==> src/rtl/div_pkg.sv <==
package div_pkg;

  // Start value so that the count reaches all ones after modulus-1 steps.
  function automatic int unsigned div_start_value(int unsigned width, int unsigned modulus);
    return (32'd1 << width) - modulus;
  endfunction

endpackage

==> src/rtl/div_count_slice.sv <==
module div_count_slice #(
  parameter int unsigned SLICE_W = 4
) (
  input  logic               clk,
  input  logic               rst_n,
  input  logic               load,
  input  logic [SLICE_W-1:0] load_val,
  input  logic               cin,
  output logic [SLICE_W-1:0] q,
  output logic               tc
);

  // Terminal carry: this slice is full and is being stepped from below.
  assign tc = cin & (&q);

  always_ff @(posedge clk) begin
    if (!rst_n || load) begin
      q <= load_val;
    end else if (cin) begin
      q <= q + SLICE_W'(1);
    end
  end

  AST_SLICE_IDLE_HOLDS: assert property (@(posedge clk) disable iff (!rst_n)
    (!load && !cin) |=> (q == $past(q)));

endmodule

==> src/rtl/div_toggle.sv <==
module div_toggle (
  input  logic clk,
  input  logic rst_n,
  input  logic t,
  output logic q
);

  logic d;

  // D flip-flop wired as a toggle: feed back the inverted output when t is high.
  assign d = t ? ~q : q;

  always_ff @(posedge clk) begin
    if (!rst_n) begin
      q <= 1'b0;
    end else begin
      q <= d;
    end
  end

  AST_TOGGLE_FLIPS: assert property (@(posedge clk) disable iff (!rst_n)
    t |=> (q != $past(q)));
  AST_TOGGLE_HOLDS: assert property (@(posedge clk) disable iff (!rst_n)
    !t |=> $stable(q));

endmodule

==> src/rtl/preset_mod_divider.sv <==
module preset_mod_divider #(
  parameter int unsigned MODULUS    = 200,
  parameter int unsigned SLICE_W    = 4,
  parameter int unsigned NUM_SLICES = 2
) (
  input  logic clk,
  input  logic rst_n,
  input  logic preset,
  output logic div_pulse,
  output logic div_square
);

  import div_pkg::*;

  localparam int unsigned CNT_W = SLICE_W * NUM_SLICES;
  localparam logic [CNT_W-1:0] START = CNT_W'(div_start_value(CNT_W, MODULUS));

  logic [CNT_W-1:0]    count;
  logic [NUM_SLICES:0] carry;
  logic                load_n;
  logic                load;

  // Active-low load path: preset and the terminal carry are ANDed as lows.
  assign load_n = ~preset & ~div_pulse;
  assign load   = ~load_n;

  assign carry[0] = 1'b1;

  for (genvar g = 0; g < NUM_SLICES; g++) begin : g_slice
    div_count_slice #(
      .SLICE_W (SLICE_W)
    ) u_slice (
      .clk      (clk),
      .rst_n    (rst_n),
      .load     (load),
      .load_val (START[g*SLICE_W +: SLICE_W]),
      .cin      (carry[g]),
      .q        (count[g*SLICE_W +: SLICE_W]),
      .tc       (carry[g+1])
    );
  end

  assign div_pulse = carry[NUM_SLICES];

  div_toggle u_toggle (
    .clk   (clk),
    .rst_n (rst_n),
    .t     (div_pulse),
    .q     (div_square)
  );

  AST_PULSE_ONE_CYCLE: assert property (@(posedge clk) disable iff (!rst_n)
    div_pulse |=> !div_pulse);
  AST_RELOAD_ON_LOAD: assert property (@(posedge clk) disable iff (!rst_n)
    (div_pulse || preset) |=> (count == START));
  AST_ADVANCE_ONE: assert property (@(posedge clk) disable iff (!rst_n)
    (!div_pulse && !preset) |=> (count == $past(count) + CNT_W'(1)));
  AST_PRESET_NO_PULSE: assert property (@(posedge clk) disable iff (!rst_n)
    preset |=> !div_pulse);

endmodule

==> config.mk <==
export PLATFORM = sky130hd
export DESIGN_NAME = preset_mod_divider
export DESIGN_NICKNAME = d
export VERILOG_FILES = /design/src/rtl/div_pkg.sv /design/src/rtl/div_count_slice.sv /design/src/rtl/div_toggle.sv /design/src/rtl/preset_mod_divider.sv
export SDC_FILE = /design/constraint.sdc
export NUM_CORES = 1
export LEC_CHECK = 0
export ABC_AREA = 1
export BUFFER_PORTS_ARGS = -buffer_cell sky130_fd_sc_hd__buf_2
export CAP_MARGIN = 10
export CELL_PAD_IN_SITES_DETAIL_PLACEMENT = 0
export CELL_PAD_IN_SITES_GLOBAL_PLACEMENT = 1
export CORE_AREA = 5 5 42 44
export CTS_BUF_LIST = sky130_fd_sc_hd__clkbuf_2 sky130_fd_sc_hd__clkbuf_4 sky130_fd_sc_hd__clkbuf_8
export CTS_CLUSTER_SIZE = 12
export DETAILED_ROUTE_END_ITERATION = 6
export DIE_AREA = 0 0 47 49
export PLACE_DENSITY_LB_ADDON = 0.3
export SLEW_MARGIN = 20
export SYNTH_ARGS = -nofsm -noshare
export SYNTH_HDL_FRONTEND = slang
export SYNTH_SLANG_ARGS = --single-unit
==> constraint.sdc <==
create_clock -name clk -period 1.9 [get_ports clk]
set_input_delay 0 -clock clk [delete_from_list [all_inputs] [get_ports clk]]
set_output_delay 0 -clock clk [all_outputs]
set_load 0.005 [all_outputs]
==> results.yml <==
floorplanning:
  core_um2: 1400
  ios: 5
  dieHeight_um: 49
  die-area_um2: 2300
  start_util_pct: 29.7
  rows: 14
  fp.dieW_um: 47
setup_path:
  worst-endpoint-required_ns: 1.90
  reg2reg_slack_ns: 0.70
  crit_arrival_ns: 1.31
  cp_slowest_cell: "dfxtp_1"
  crit_type: "flip-flop to output pin"
  r2r_cells: 6
  critPathMaxFanout: 5
  crit_chain: "ha_1 -> nand3_4 -> nor2_4 -> buf_2"
  cp_top_family: "flip-flops"
  crit_path_end_kind: "output pin"
  reg2reg_from: "g_slice[0].u_slice.q[0]$_SDFF_PP0_"
  max_stage_delay_ns: 0.35
  worstReg2RegEnd: "g_slice[0].u_slice.q[2]$_SDFF_PP0_"
  startpoint_type: "flip-flop"
  path_buf_inv: 1
finish:
  final_cell_mix: "nand2_1 (18), dfxtp_1 (9), nor2_1 (7)"
  nFillCells: 173
  area.sequential_um2: 180
  multi_input_area_um2: 206
  area_delta_synth_final_pct: 19.2
  diodes: 0
  mostFrequentLayoutCell: "nand2_1"
  fin_nets: 69
  drive_gt1_share_pct: 22.2
yosys:
  synth_seq_cells: 9
  synth_nets: 59
  ys_types: 12
  ys_warn_count: 0
  syn_area_per_cell_um2: 7.72
  synth_area_um2: 417
  syn_inst: 54
  ys_seq_area_share_pct: 43.2
hold_path:
  min_to: "g_slice[0].u_slice.q[3]$_SDFF_PP1_"
  holdCritPathClass: "primary input to flip-flop"
  hp-start: "preset"
  holdPathStages: 5
routing:
  vias_per_cell: 4.11
  drc: 0
  dr.pass1.iters: 1
  first_iter_violations: 0
  routed_wl_um: 626
  ant_nets: 0
  vias: 325
  wl_per_cell_um: 7.92
global_route:
  grt_max_degree: 7
  antenna_found_initial: 0
  grt_pass1_vias: 265
  grtUsageTotal_pct: 6.56
  grt_pass1_wl_um: 1080
  grt_overflow: 0
flow_run:
  cap_violations: 0
timing:
  final.setup.tns_ns: 0
  max_freq_mhz: 762
  fin_crit_ns: 1.31
  setup_viol: 0
  whs_ns: 0.0780
  fin_crit_sh_pct: 69.1
  grt_setup_unrepaired: "false"
  fin_skew_ns: 0.00637
  hold_violations: 0
  max_slew.worst_pin.slew_ns: 0.186
  maxSlewViolCount: 0
  relSlewSlack_pct: 87.6
clock_tree:
  path_clk_slew_ns: 0.06
  tritoncts: "built"
  clock-root-buffer: "clkbuf_4"
  cts_sinks: 9
  cts_resized: 0
  max-clock-path-buffers: 2
  clock_latency_ns: 0.25
  cts-buffers-inserted: 3
  ctsHtreeMaxLevel: 1
  cts_setup_buffers: 0
  cts_hold_buf: 1
placement:
  io_buffers: 4
  routabilityCongestion: 0.688
  detailed_place_hpwl_um: 484
power:
  ir_worst_vdd_v: 0.000303
  power_density_nw_per_um2: 728
  power_uw: 362
  p_leak_nw: 0.243
outcome:
  run_status: "completed"
Yosys cell counts, drive strengths merged:
cell / instances / area share [%]
nor2: 10 / 13
xor2: 2 / 4.2
nand3: 4 / 7.8
dfxtp: 9 / 43
ha: 2 / 6.0
nand2: 18 / 16
inv: 8 / 7.2
xnor2: 1 / 2.1
worst min-delay path: stages:
cell and delay [ns]:
buf_2 0.07, inv_1 0.03, nand2_1 0.08, nor2_4 0.06, nand2_1 0.06
power by group:
part           total (mW)  internal, mW  switching [mW]  leakage [nW]
registers           0.192         0.191         0.00143        0.0729
clock network       0.157        0.0949          0.0618        0.0184
logic              0.0127       0.00625         0.00649         0.152
worst max-delay path by stage:
stage	from	to	slack [ns]	cells after the start
final	g_slice[0].u_slice.q[0]$_SDFF_PP0_	div_pulse	0.59	4
after global routing	g_slice[0].u_slice.q[0]$_SDFF_PP0_	div_pulse	0.48	4
after CTS	g_slice[0].u_slice.q[0]$_SDFF_PP0_	div_pulse	0.56	4
after detailed placement	g_slice[0].u_slice.q[0]$_SDFF_PP0_	g_slice[0].u_slice.q[0]$_SDFF_PP0_	0.69	6
after global placement	g_slice[0].u_slice.q[0]$_SDFF_PP0_	g_slice[0].u_slice.q[0]$_SDFF_PP0_	0.70	6
after floorplan	g_slice[0].u_slice.q[0]$_SDFF_PP0_	g_slice[0].u_slice.q[2]$_SDFF_PP0_	0.78	6
area by class of cell:
cell class | instances | share of cell area [%]
repair buffers | 5 | 6.05
multi-input cells | 37 | 41.6
well taps | 16 | 4.03
inverters | 8 | 6.05
flip-flops and latches | 9 | 36.3
clock buffers | 4 | 6.05
metal layers:
| metal | up-vias | global-route usage [%] | share of wire, % | wire [um] |
|---|---|---|---|---|
| li1 | 179 | - | - | - |
| met1 | 142 | 8.41 | 48 | 298 |
| met2 | 4 | 8.82 | 47 | 294 |
| met3 | 0 | 2.58 | 5.3 | 33 |
| met4 | 0 | 4.15 | 0 | 0 |
| met5 | - | 0 | 0 | 0 |
flip-flops by register name (all words and copies together) (netlist names):
register,count
u_toggle.q,1
g_slice.u_slice.q,8
stage by stage:
stage	worst slack [ns]	std cells	utilization [%]	cell area, um2
global route	0.479	79	35.4	497
global placement	0.704	74	32.6	457
CTS	0.555	79	35.4	497
finish	0.587	79	35.4	497
floorplan	0.781	54	-	417
detailed placement	0.686	74	32.6	457
cells by family after synthesis:
group,synth area share [%]
simple gates,37.2
buf+inv,7.21
xor+xnor,6.31
flops,43.2
fa+ha+maj,6.01
Power figures use the tool's default switching activity.
